## src/rtl/rxq_pkg.sv

```systemverilog
package rxq_pkg;

  // Trigger threshold selected by the two-bit control code.
  function automatic logic [3:0] trig_level(input logic [1:0] code);
    case (code)
      2'b00:   trig_level = 4'd1;
      2'b01:   trig_level = 4'd4;
      2'b10:   trig_level = 4'd8;
      default: trig_level = 4'd14;
    endcase
  endfunction

  // Bit times in one character: start + data + optional parity + stop.
  function automatic logic [3:0] frame_bits(input logic [3:0] fmt);
    frame_bits = 4'd7 + {2'b00, fmt[1:0]} + {3'b000, fmt[3]} + {3'b000, fmt[2]};
  endfunction

endpackage

```

## src/rtl/rxq_store.sv

```systemverilog
module rxq_store #(
  parameter int DEPTH = 16,
  parameter int WIDTH = 8,
  localparam int AW = $clog2(DEPTH),
  localparam int CW = $clog2(DEPTH + 1)
) (
  input  logic             clk,
  input  logic             rst,
  input  logic             clr,
  input  logic             push,
  input  logic             pop,
  input  logic [WIDTH-1:0] din,
  output logic [WIDTH-1:0] head,
  output logic [CW-1:0]    count
);

  logic [WIDTH-1:0] mem [DEPTH];
  logic [AW-1:0]    wr_ptr;
  logic [AW-1:0]    rd_ptr;

  // Storage without reset so it maps onto RAM resources.
  always_ff @(posedge clk) begin
    if (push) mem[wr_ptr] <= din;
  end

  assign head = mem[rd_ptr];

  always_ff @(posedge clk) begin
    if (rst || clr) begin
      wr_ptr <= '0;
      rd_ptr <= '0;
      count  <= '0;
    end else begin
      if (push) wr_ptr <= (wr_ptr == AW'(DEPTH - 1)) ? '0 : wr_ptr + 1'b1;
      if (pop)  rd_ptr <= (rd_ptr == AW'(DEPTH - 1)) ? '0 : rd_ptr + 1'b1;
      case ({push, pop})
        2'b10:   count <= count + 1'b1;
        2'b01:   count <= count - 1'b1;
        default: count <= count;
      endcase
    end
  end

  // the controller must never push into a full store without a pop.
  a_r3_no_overflow: assert property (@(posedge clk) disable iff (rst)
    (push && !pop && !clr) |-> (count < CW'(DEPTH)));

  // a pop is only issued while data is stored.
  a_r7_no_underflow: assert property (@(posedge clk) disable iff (rst)
    (pop && !clr) |-> (count != '0));

endmodule

```

## src/rtl/rxq_timer.sv

```systemverilog
module rxq_timer #(
  parameter int TMO_CHARS = 4,
  localparam int TW = $clog2(TMO_CHARS * 12 + 1)
) (
  input  logic       clk,
  input  logic       rst,
  input  logic       tick,
  input  logic [3:0] fmt,
  input  logic       active,
  input  logic       restart,
  input  logic       clear,
  output logic       pending
);

  import rxq_pkg::*;

  logic [TW-1:0] cnt;
  logic [TW-1:0] limit;

  assign limit = TW'(TMO_CHARS) * TW'(frame_bits(fmt));

  always_ff @(posedge clk) begin
    if (rst || clear) begin
      cnt     <= '0;
      pending <= 1'b0;
    end else if (restart || !active) begin
      cnt <= '0;
    end else if (tick && !pending) begin
      if (cnt == limit - 1'b1) pending <= 1'b1;
      else                     cnt     <= cnt + 1'b1;
    end
  end

  // pending only exists while there is queued data to report.
  a_r5_pending_needs_data: assert property (@(posedge clk) disable iff (rst)
    pending |-> active);

  // pending is only raised by a bit pulse.
  a_r5_rise_on_tick: assert property (@(posedge clk) disable iff (rst)
    $rose(pending) |-> $past(tick));

endmodule

```

## src/rtl/rx_fifo_timeout.sv

```systemverilog
module rx_fifo_timeout #(
  parameter int DEPTH     = 16,
  parameter int WIDTH     = 8,
  parameter int TMO_CHARS = 4,
  localparam int CW = $clog2(DEPTH + 1)
) (
  input  logic             clk,
  input  logic             rst,
  input  logic             rx_valid,
  input  logic [WIDTH-1:0] rx_byte,
  input  logic             rx_break,
  input  logic             rd_pop,
  input  logic             ls_read,
  input  logic             cfg_wr,
  input  logic [7:0]       cfg_data,
  input  logic [3:0]       frame_fmt,
  input  logic             bit_tick,
  output logic [WIDTH-1:0] rd_data,
  output logic             data_ready,
  output logic             brk_flag,
  output logic             ovr_flag,
  output logic [CW-1:0]    fill_count,
  output logic             trig_hit,
  output logic             tmo_pending
);

  import rxq_pkg::*;

  logic             fifo_en;
  logic [1:0]       trig_code;
  logic [WIDTH-1:0] hold_q;
  logic [WIDTH-1:0] head;
  logic [CW-1:0]    count;
  logic             flush, rx_evt, q_full, q_empty;
  logic             do_push, do_pop, drop, empties;
  logic [WIDTH-1:0] rx_val;
  logic             unused_cfg;

  assign unused_cfg = ^cfg_data[5:2];

  assign flush   = cfg_wr && (cfg_data[1] || (cfg_data[0] != fifo_en));
  assign rx_evt  = rx_valid || rx_break;
  assign rx_val  = rx_break ? '0 : rx_byte;
  assign q_full  = (count == CW'(DEPTH));
  assign q_empty = (count == '0);
  assign do_pop  = fifo_en && rd_pop && !q_empty && !flush;
  assign do_push = fifo_en && rx_evt && !flush && (!q_full || do_pop);
  assign drop    = fifo_en && rx_evt && !flush && q_full && !do_pop;
  assign empties = do_pop && (count == CW'(1)) && !do_push;

  rxq_store #(.DEPTH(DEPTH), .WIDTH(WIDTH)) u_store (
    .clk   (clk),
    .rst   (rst),
    .clr   (flush),
    .push  (do_push),
    .pop   (do_pop),
    .din   (rx_val),
    .head  (head),
    .count (count)
  );

  rxq_timer #(.TMO_CHARS(TMO_CHARS)) u_timer (
    .clk     (clk),
    .rst     (rst),
    .tick    (bit_tick),
    .fmt     (frame_fmt),
    .active  (fifo_en && !q_empty),
    .restart (fifo_en && rx_evt && !flush),
    .clear   (flush || rd_pop),
    .pending (tmo_pending)
  );

  always_ff @(posedge clk) begin
    if (rst) begin
      fifo_en    <= 1'b0;
      trig_code  <= 2'b00;
      hold_q     <= '0;
      rd_data    <= '0;
      data_ready <= 1'b0;
      brk_flag   <= 1'b0;
      ovr_flag   <= 1'b0;
    end else begin
      if (cfg_wr) begin
        fifo_en   <= cfg_data[0];
        trig_code <= cfg_data[7:6];
      end

      if (rd_pop) rd_data <= fifo_en ? (q_empty ? '0 : head) : hold_q;

      if (!fifo_en && rx_evt && !flush) hold_q <= rx_val;

      // Clears first, then sets, so a same-cycle arrival wins.
      if (ls_read) ovr_flag <= 1'b0;
      if (drop || (!fifo_en && rx_evt && data_ready && !flush)) ovr_flag <= 1'b1;

      if (ls_read || flush || empties || (!fifo_en && rd_pop)) brk_flag <= 1'b0;
      if (rx_break && !flush) brk_flag <= 1'b1;

      if (flush || empties || (!fifo_en && rd_pop)) data_ready <= 1'b0;
      if (do_push || (!fifo_en && rx_evt && !flush)) data_ready <= 1'b1;
    end
  end

  assign fill_count = count;
  assign trig_hit   = fifo_en && (count >= CW'(trig_level(trig_code)));

  // a byte arriving at a full queue is dropped with overrun.
  a_r3_drop_when_full: assert property (@(posedge clk) disable iff (rst)
    (fifo_en && q_full && rx_valid && !rd_pop && !cfg_wr) |=>
      (ovr_flag && fill_count == CW'(DEPTH)));

  // break raises both break and data-ready.
  a_r4_break_flags: assert property (@(posedge clk) disable iff (rst)
    (rx_break && !cfg_wr) |=> (brk_flag && data_ready));

  // any read drops the timeout indication.
  a_r7_read_clears_pending: assert property (@(posedge clk) disable iff (rst)
    rd_pop |=> !tmo_pending);

  // a flush request leaves nothing queued or flagged.
  a_r8_flush_empties: assert property (@(posedge clk) disable iff (rst)
    (cfg_wr && cfg_data[1]) |=> (fill_count == '0 && !data_ready && !tmo_pending));

  // holding-register mode overrun on unread data.
  a_r9_hold_overrun: assert property (@(posedge clk) disable iff (rst)
    (!fifo_en && rx_valid && data_ready && !cfg_wr) |=> ovr_flag);

endmodule

```

## config.mk

```make
export PLATFORM = sky130hd
export DESIGN_NAME = rx_fifo_timeout
export DESIGN_NICKNAME = d
export VERILOG_FILES = /design/src/rtl/rxq_pkg.sv /design/src/rtl/rxq_store.sv /design/src/rtl/rxq_timer.sv /design/src/rtl/rx_fifo_timeout.sv
export SDC_FILE = /design/constraint.sdc
export NUM_CORES = 1
export LEC_CHECK = 0
export CAP_MARGIN = 10
export CELL_PAD_IN_SITES_DETAIL_PLACEMENT = 1
export CELL_PAD_IN_SITES_GLOBAL_PLACEMENT = 1
export CORE_MARGIN = 2
export CORE_UTILIZATION = 43
export CTS_CLUSTER_DIAMETER = 40
export DETAILED_ROUTE_END_ITERATION = 12
export DONT_BUFFER_PORTS = 1
export PLACE_DENSITY = 0.78
export SLEW_MARGIN = 20
export SYNTH_ARGS = -nofsm -noshare
export SYNTH_HDL_FRONTEND = slang
export SYNTH_SLANG_ARGS = --single-unit
```

## constraint.sdc

```tcl
create_clock -name clk -period 6 [get_ports clk]
set_input_delay 1.2 -clock clk [delete_from_list [all_inputs] [get_ports clk]]
set_output_delay 1.2 -clock clk [all_outputs]
set_load 0.02 [all_outputs]
```

# Word level (Yosys, flattened, before mapping)
# Memory sizes are Yosys's and may differ from the RTL's. A register that Yosys moved wholly into a read port is not among the register bits.
# Index checks and enable logic that the tools add are counted.
[totals] word_cells=103 reg_bits=42 mem_count=1 out_inout_bits=18 mem_bits_rw=128 latchBits=0 input_bits=28 mem_bits_ro=0
[classes] shifts=0 eq_ne=10 n_bitwise=2 multipliers=0 n_addsub=9 n_div=0 reduce_logical=51 muxes=17 magnitude_cmp=1
[mem_list] memory="u_store.mem" depth=16 width=8 rd=1 rd_ports_with_merged_regs=1 write_ports=1 line="rxq_store.sv:17" text="logic [WIDTH-1:0] mem [DEPTH];"
[ops] cell="$mux W8" count=3
[ops] cell="$logic_and A1 B1 Y1" count=20
[ops] cell="$mux W4" count=4
[ops] cell="$logic_or A1 B1 Y1" count=14
[ops] cell="$pmux W4 S3" count=1
[ops] cell="$pmux W5 S2" count=1
[ops] cell="$add A4 B1 Y4" count=2
[ops] cell="$add A4 B1 Y4 const B" count=2
[ops] cell="$eq A4 B4 Y1 const B" count=2
[ops] cell="$logic_not A1 Y1" count=8
[ops] cell="$mux W1" count=8
[ops] cell="$reduce_bool A2 Y1" count=4
[ops] cell="$add A6 B1 Y6 const B" count=1
[ops] cell="$eq A6 B6 Y1" count=1
[ops] cell="$sub A6 B1 Y6 const B" count=1
[ops] cell="$add A5 B1 Y5 const B" count=1
[ops] cell="$eq A5 B1 Y1 const B" count=1
[ops] cell="$eq A5 B5 Y1 const B" count=1
[ops] cell="$ge A5 B4 Y1" count=1
[ops] cell="$logic_not A5 Y1" count=1
[ops] cell="$sub A5 B1 Y5 const B" count=1
[ops] cell="$add A3 B2 Y4 const A" count=1
[ops] cell="$eq A2 B1 Y1 const B" count=2
[ops] cell="$eq A2 B2 Y1 const B" count=2
[ops] cell="other kinds (6)" count=7

# Longest topological paths before layout
# Gate-level depths: netlist (run 1).
[logic_depth] depth_word=13 mapped_depth=15 ltp_nobuf=13

# By module
# From an unflattened synthesis (run 1), not the netlist that was laid out.
[hier_totals] hier_cells=516 area_unflattened_um2=7548.5
[modules_own_cells] module="rxq_store" seq_area_each_um2=4184.0 area_per_inst_um2=5836.8 cells_each=309 n_inst=1
[modules_own_cells] module="rx_fifo_timeout" seq_area_each_um2=440.4 area_per_inst_um2=1153.6 cells_each=147 n_inst=1
[modules_own_cells] module="rxq_timer" seq_area_each_um2=140.1 area_per_inst_um2=558.0 cells_each=60 n_inst=1

# Least setup slack after synthesis (run 1)
# No wires, ideal clock.
[synth_path] path_kind="input-to-reg" startpoint="input frame_fmt[0]" endpoint="register u_timer.cnt[3]" setup_ns=0.060 n_path_buf=0 slack_ns=2.327 arrival_ns=3.612 cell_stages=13 t_required_ns=5.940 cell_sequence="inv_1 -> ha_1 -> inv_1 -> ha_1 -> inv_1 -> fa_1 -> ha_1 -> xnor2_1 -> xnor2_1 -> nor4_1 -> a21oi_1 -> a211o_1 -> nand2_1"
[synth_via] elab_chain_cells=7
[synth_rtl] item="start: declaration" line="rx_fifo_timeout.sv:16" text="input logic [3:0] frame_fmt,"
[synth_rtl] item="$add A3 B2 Y4" line="rxq_pkg.sv:15" text="frame_bits = 4'd7 + {2'b00, fmt[1:0]} + {3'b000, fmt[3]} + {3'b000, fmt[2]};"
[synth_rtl] item="$add A4 B1 Y4 (2 in a row)" line="rxq_pkg.sv:15"
[synth_rtl] item="$sub A6 B1 Y6" line="rxq_timer.sv:29" text="if (cnt == limit - 1'b1) pending <= 1'b1;"
[synth_rtl] item="$eq A6 B6 Y1" line="rxq_timer.sv:29"
[synth_rtl] item="$not A1 Y1 (no line)"
[synth_rtl] item="$reduce_and A2 Y1 (no line)"
[synth_rtl] item="end signal: assignment" line="rxq_timer.sv:30" text="else cnt <= cnt + 1'b1;"
[synth_rtl] item="end: declaration" line="rxq_timer.sv:17" text="logic [TW-1:0] cnt;"
# No other way between the ends.
# A chain may end at the register's enable or synchronous reset.

# Worst setup path in the final report (run 1)
# Same ends and word-level chain as after synthesis.

==> results of run 1 <==
==> registers in the layout, summed over array words and instances, names as in the netlist, 2 cells and up, named ones only <==
name            flops
u_store.rd_ptr      4
u_timer.cnt         6
rd_data             8
u_store.mem       128
hold_q              8
trig_code           2
u_store.wr_ptr      4
u_store.count       5
==> power by group through the flow <==
| stage | Clock [W] | Sequential (W) | Combinational (W) |
|---|---|---|---|
| 2_1_floorplan | 0 | 0.00133 | 0.0000676 |
| 3_3_place_gp | 0 | 0.00133 | 0.0000774 |
| 3_5_place_dp | 0 | 0.00133 | 0.0000844 |
| 4_1_cts | 0.00107 | 0.00131 | 0.0000852 |
| 5_1_grt | 0.00111 | 0.00131 | 0.0000961 |
| 6_report | 0.00106 | 0.00131 | 0.0000862 |
==> layer usage <==
metal / share of wire (%) / GRT usage [%] / wire [µm] / vias to the layer above
met3: 4.0 / 4.20 / 649 / 21
li1: - / - / - / 1867
met2: 50 / 32.0 / 8110 / 105
met1: 44 / 24.4 / 7100 / 2101
met5: 0 / 0 / 0 / -
met4: 1.5 / 6.60 / 247 / 0
==> cell usage in the layout, fill, tap and decap left out, types with 6 or more instances in the layout <==
cell	n
edfxtp_1	128
dfxtp_1	44
nor2_1	40
mux4_2	32
mux2i_1	32
a21oi_1	21
ha_1	19
inv_1	17
clkbuf_16	17
o21ai_0	14
nor2b_1	13
nand2_1	12
xnor2_1	11
nor2b_2	8
o22a_1	8
nand2b_1	7
buf_4	7
xor2_1	6
and3_1	6
==> logic make-up after synthesis <==
kind of cell,after synthesis,share of synthesized area [%]
mux,64,14.1
fa+ha+maj,20,3.49
simple gates,117,8.28
compound gates,58,5.11
buf+inv,42,2.52
xor+xnor,17,2.02
flops,174,64.5
==> layout make-up <==
class,count,area [µm²]
clock buffer,20,447
clock inverter,12,111
fill,1642,8510
inverter,17,63.8
multi-input combinational,276,2480
sequential,174,4770
tap,220,275
timing repair buffer,7,52.6
==> worst max-delay path, cell delays in order <==
cell and delay [ps]:
inv_1 20, ha_1 270, inv_1 70, ha_1 160
inv_1 50, fa_1 460, ha_1 210, xnor2_1 130
xnor2_1 130, nor4_1 490, a21oi_1 330, a211o_1 360
nand2_1 60
==> stage by stage <==
step                cells  area [µm²]
global route          726        8200
CTS                   726        8170
global placement      694        7600
finish                726        8200
floorplan             492        7390
detailed placement    694        7610
==> worst paths after layout <==
kind / startpoint / end / cells past startpoint
worst max-delay path: frame_fmt[0] / u_timer.cnt[3]$_SDFFE_PP0P_ / 13
worst min-delay path: hold_q[4]$_SDFFE_PP0P_ / hold_q[4]$_SDFFE_PP0P_ / 2
worst max register to register: u_store.count[0]$_SDFFE_PP0P_ / u_store.mem[15][1]$_DFFE_PP_ / 8
worst min register to register: hold_q[4]$_SDFFE_PP0P_ / hold_q[4]$_SDFFE_PP0P_ / 2
==> impl_metrics.ini, run 1 <==
[yosys]
synthCells = 492
post-synth-top-count-cell = edfxtp_1
synth-seq-cells = 174
synth.yosys.seq_area_share_pct = 64.5
syn_nets = 540
ys_types = 47
synth.largest_area_cell = edfxtp_1
netlist_top_cells_area = edfxtp_1, dfxtp_1, mux4_2, mux2i_1, ha_1
yosys-top-cells-count = edfxtp_1, dfxtp_1, nor2_1
ys.warnings.count = 0
synth_edf_count = 128
syn_area_per_cell_um2 = 15.0
synth_top_flop_cell = edfxtp_1
syn-cell-area_mm2 = 0.00739
synth_top_area_share_pct = 52.0
ys_async_sr_fraction_pct = 0

[power_and_ir_drop]
internal_power_w = 0.00192
power_switching_w = 0.000534
switching_share_pct = 21.8
total_power_w = 0.00245
pwr-share-clk_pct = 43.1
p_comb_share_pct = 3.5
ir_worst_vdd_mv = 0.170
cellLeakagePower_nw = 2.63
p_per_area_mw_per_mm2 = 299
power_frac_seq_pct = 53.4

[grt]
antenna_found_initial = 0
grt_overflow_total = 0
grt_pass1_vias = 4374
globalRouteTotalUtil_pct = 19.0
grt_max_degree = 33
grt_pass1_wl_um = 25200

[route]
vias = 4094
postRouteAntennaNets = 0
post_drt_wl_per_cell_um = 22.2
vias_per_cell = 5.64
wl_um = 16100
drtIter0Drc = 280
firstDrtPassIters = 5
drc = 0

[clocking]
clock_latency_ps = 440
holdBufCountCts = 0
clock-root-buffer = clkbuf_16
cts_sinks = 174
clk_pin_slew_ps = 60
clk_path_buf_depth = 2
cts_resized = 0
cts_setup_buffers = 0
cts_buffers = 17
cts_tree = built
htree_levels = 4

[sta]
clock_skew_ps = 11.3
layout_min_cycle_time_ps = 3590
hold_viol = 0
rsz0062_at_grt = false
finalSetupTns_ps = 0
tightest_slew_ps = 1040
worst_slack_ps = 2410
timing.hold.ws_ps = 501
setup_viol = 0
maxSlewViolCount = 0
fin_crit_sh_pct = 59.8
max_slew_margin_pct = 30.3
clock.fmax_mhz = 279

[floorplan]
dieHeight_um = 135
io_pins = 46
core_area_mm2 = 0.0167
start_util_pct = 44.2
std_cell_rows = 47
dieArea_mm2 = 0.0182
die_w_um = 135

[setup_path]
critPathLaunchType = primary input
r2r_setup_slack_ps = 2450
cp-end-kind = flop
worst-setup-path-type = in -> reg
required_ps = 6370
cp.arrival_ps = 3960
path_max_fanout = 7

[place]
pre_cts_ws_ps = 2020
portBuffers = 0
dpl.hpwl_um = 10700
gp_congestion = 0.770

[final_layout]
layout.nets = 541
final_util_pct = 49.1
drive_gt1_share_pct = 17.0
antenna_cells = 0
area_delta_synth_final_pct = 10.9

[min_path]
hold_class = reg -> reg

[run_status]
status = finished clean

[run]
cap_violations = 0
Note: power is estimated with default switching activity, not from simulation.
==> inputs of run 2 (changes only) <==
--- a/config.mk
+++ b/config.mk
@@ -13,7 +13,7 @@
 export CTS_CLUSTER_DIAMETER = 40
 export DETAILED_ROUTE_END_ITERATION = 12
 export DONT_BUFFER_PORTS = 1
-export PLACE_DENSITY = 0.78
+export PLACE_DENSITY = 0.8
 export SLEW_MARGIN = 20
 export SYNTH_ARGS = -nofsm -noshare
 export SYNTH_HDL_FRONTEND = slang
==> constraint.sdc (replaced) <==
create_clock -name clk -period 2.9 [get_ports clk]
set_input_delay 0.58 -clock clk [delete_from_list [all_inputs] [get_ports clk]]
set_output_delay 0.58 -clock clk [all_outputs]
set_load 0.02 [all_outputs]
==> impl_metrics.ini, run 2 (synthesized netlist as in run 1, its figures left out) <==
[run_status]
status = finished clean

[sta]
setup_viol = 0
rsz0062_at_grt = false
max_slew_margin_pct = 45.4
tightest_slew_ps = 816
finalSetupTns_ps = 0
clock.fmax_mhz = 356
fin_crit_sh_pct = 96.8
maxSlewViolCount = 0
layout_min_cycle_time_ps = 2810
hold_viol = 0
clock_skew_ps = 10.5

[final_layout]
largest_reg_flops = 128
fillers = 1629
area_delta_synth_final_pct = 15.7
multi_input_area_mm2 = 0.00252
final_common_cell = edfxtp_1
stdcell_count = 758
fin_area_mm2 = 0.00855
largest_register = u_store.mem
layout.nets = 571
drive_gt1_share_pct = 23.3
regArea_mm2 = 0.00477
reg.largest.list = u_store.mem x128, hold_q x8, rd_data x8
mostFrequentLayoutCells = edfxtp_1, dfxtp_1, nor2_1, buf_4

[route]
met3_length_um = 966
routed.top_layer = met4
vias_per_cell = 5.60
post_drt_wl_per_cell_um = 23.2
drc = 0
vias = 4243
firstDrtPassIters = 4
wl_um = 17600
dr_wl_met2_um = 8980
postRouteAntennaNets = 0
wl_met1_um = 7360
drtIter0Drc = 281

[power_and_ir_drop]
p_per_area_mw_per_mm2 = 623
ir_worst_vdd_mv = 0.412
cellLeakagePower_nw = 2.79

[clocking]
cts_tree = built
clock-root-buffer = clkbuf_16
holdBufCountCts = 0
cts_buffers = 17
htree_levels = 4
clk_pin_slew_ps = 70
clk_path_buf_depth = 2
cts_sinks = 174
clock_latency_ps = 430

[floorplan]
core_area_mm2 = 0.0167
io_pins = 46
start_util_pct = 44.2
std_cell_rows = 47
die_w_um = 135
dieHeight_um = 135
dieArea_mm2 = 0.0182

[setup_path]
r2r_cells = 11
required_ps = 3260
cp.arrival_ps = 3160
worst-setup-path-type = reg -> reg
path_max_fanout = 5
cp_top_family = simple AND/OR/NAND/NOR gates
crit_path_cell_trace = inv_2 -> ha_1 -> or4b_1 -> and3_1 -> and2_4 -> o21ai_4 -> ha_4 -> nor4b_2 -> a31oi_1 -> or3_1 -> a21oi_1
critPathLaunchType = flop
crit_buf_inv = 1
cp-end-kind = flop
crit_cells = 11
max_stage_delay_ps = 510
slowest_stage = or4b_1

[place]
portBuffers = 0
dpl.hpwl_um = 11400
dp_cells = 722
gp_congestion = 0.773
placed_area_mm2 = 0.00791

[grt]
globalRouteTotalUtil_pct = 20.8
grt_pass1_vias = 4696
antenna_found_initial = 2
grt_pass1_wl_um = 27600
grt_max_degree = 33
grt_overflow_total = 0

[min_path]
min_path_cells = 1
hold_class = in -> reg

[run]
cap_violations = 0
run 2: cell types whose count changed in the layout (fill, tap and decap cells not counted), sizes merged:
cell / change
buf: +30
bufinv: +3
clkbuf: -2
clkinvlp: +2
diode: +2
inv: -3
run 2: worst paths after layout:
path / from / endpoint / slack (ps)
min: rst / hold_q[2]$_SDFFE_PP0P_ / 220
max: u_store.count[1]$_SDFFE_PP0P_ / u_store.count[3]$_SDFFE_PP0P_ / 90
min reg2reg: hold_q[6]$_SDFFE_PP0P_ / hold_q[6]$_SDFFE_PP0P_ / 510
max reg2reg: u_store.count[1]$_SDFFE_PP0P_ / u_store.count[3]$_SDFFE_PP0P_ / 90
run 2: final cells by class:
type	count	share of cell area, %
flip-flops and latches	174	55.8
diodes	2	0.0585
well taps	220	3.22
clock inverters	14	2.25
repair buffers	37	3.40
clock buffers	18	5.02
inverters	17	0.776
multi-input cells	276	29.5
run 2: timing repair:
action	CTS	global route
setup endpoints to repair	0	9
buffers inserted	0	2
gates resized for setup	0	0
endpoints found under the hold margin	0	0
run 2: through the flow:
stage	hold slack, ps	total power [W]	setup slack [ps]	util (%)
after floorplan	461	0.00291	-127	-
after global placement	472	0.00296	-103	47.3
after detailed placement	492	0.00297	-255	47.3
after CTS	201	0.00537	6.69	51.1
after global routing	207	0.00547	5.34	51.2
final	219	0.00532	92.7	51.2
run 2: where the power goes:
part           total [W]  leakage, nW  switching [W]  internal (W)
combinational   0.000219        0.987       0.000127     0.0000912
sequential       0.00270         1.51      0.0000208       0.00268
clock            0.00240        0.296       0.000957       0.00144
total            0.00532         2.79        0.00111       0.00422
run 2: routing by layer:
metal / vias up / track usage, %
met1: 2186 / 26.1
li1: 1927 / -
met5: - / 0
met3: 22 / 5.33
met4: 0 / 9.14
met2: 108 / 34.3
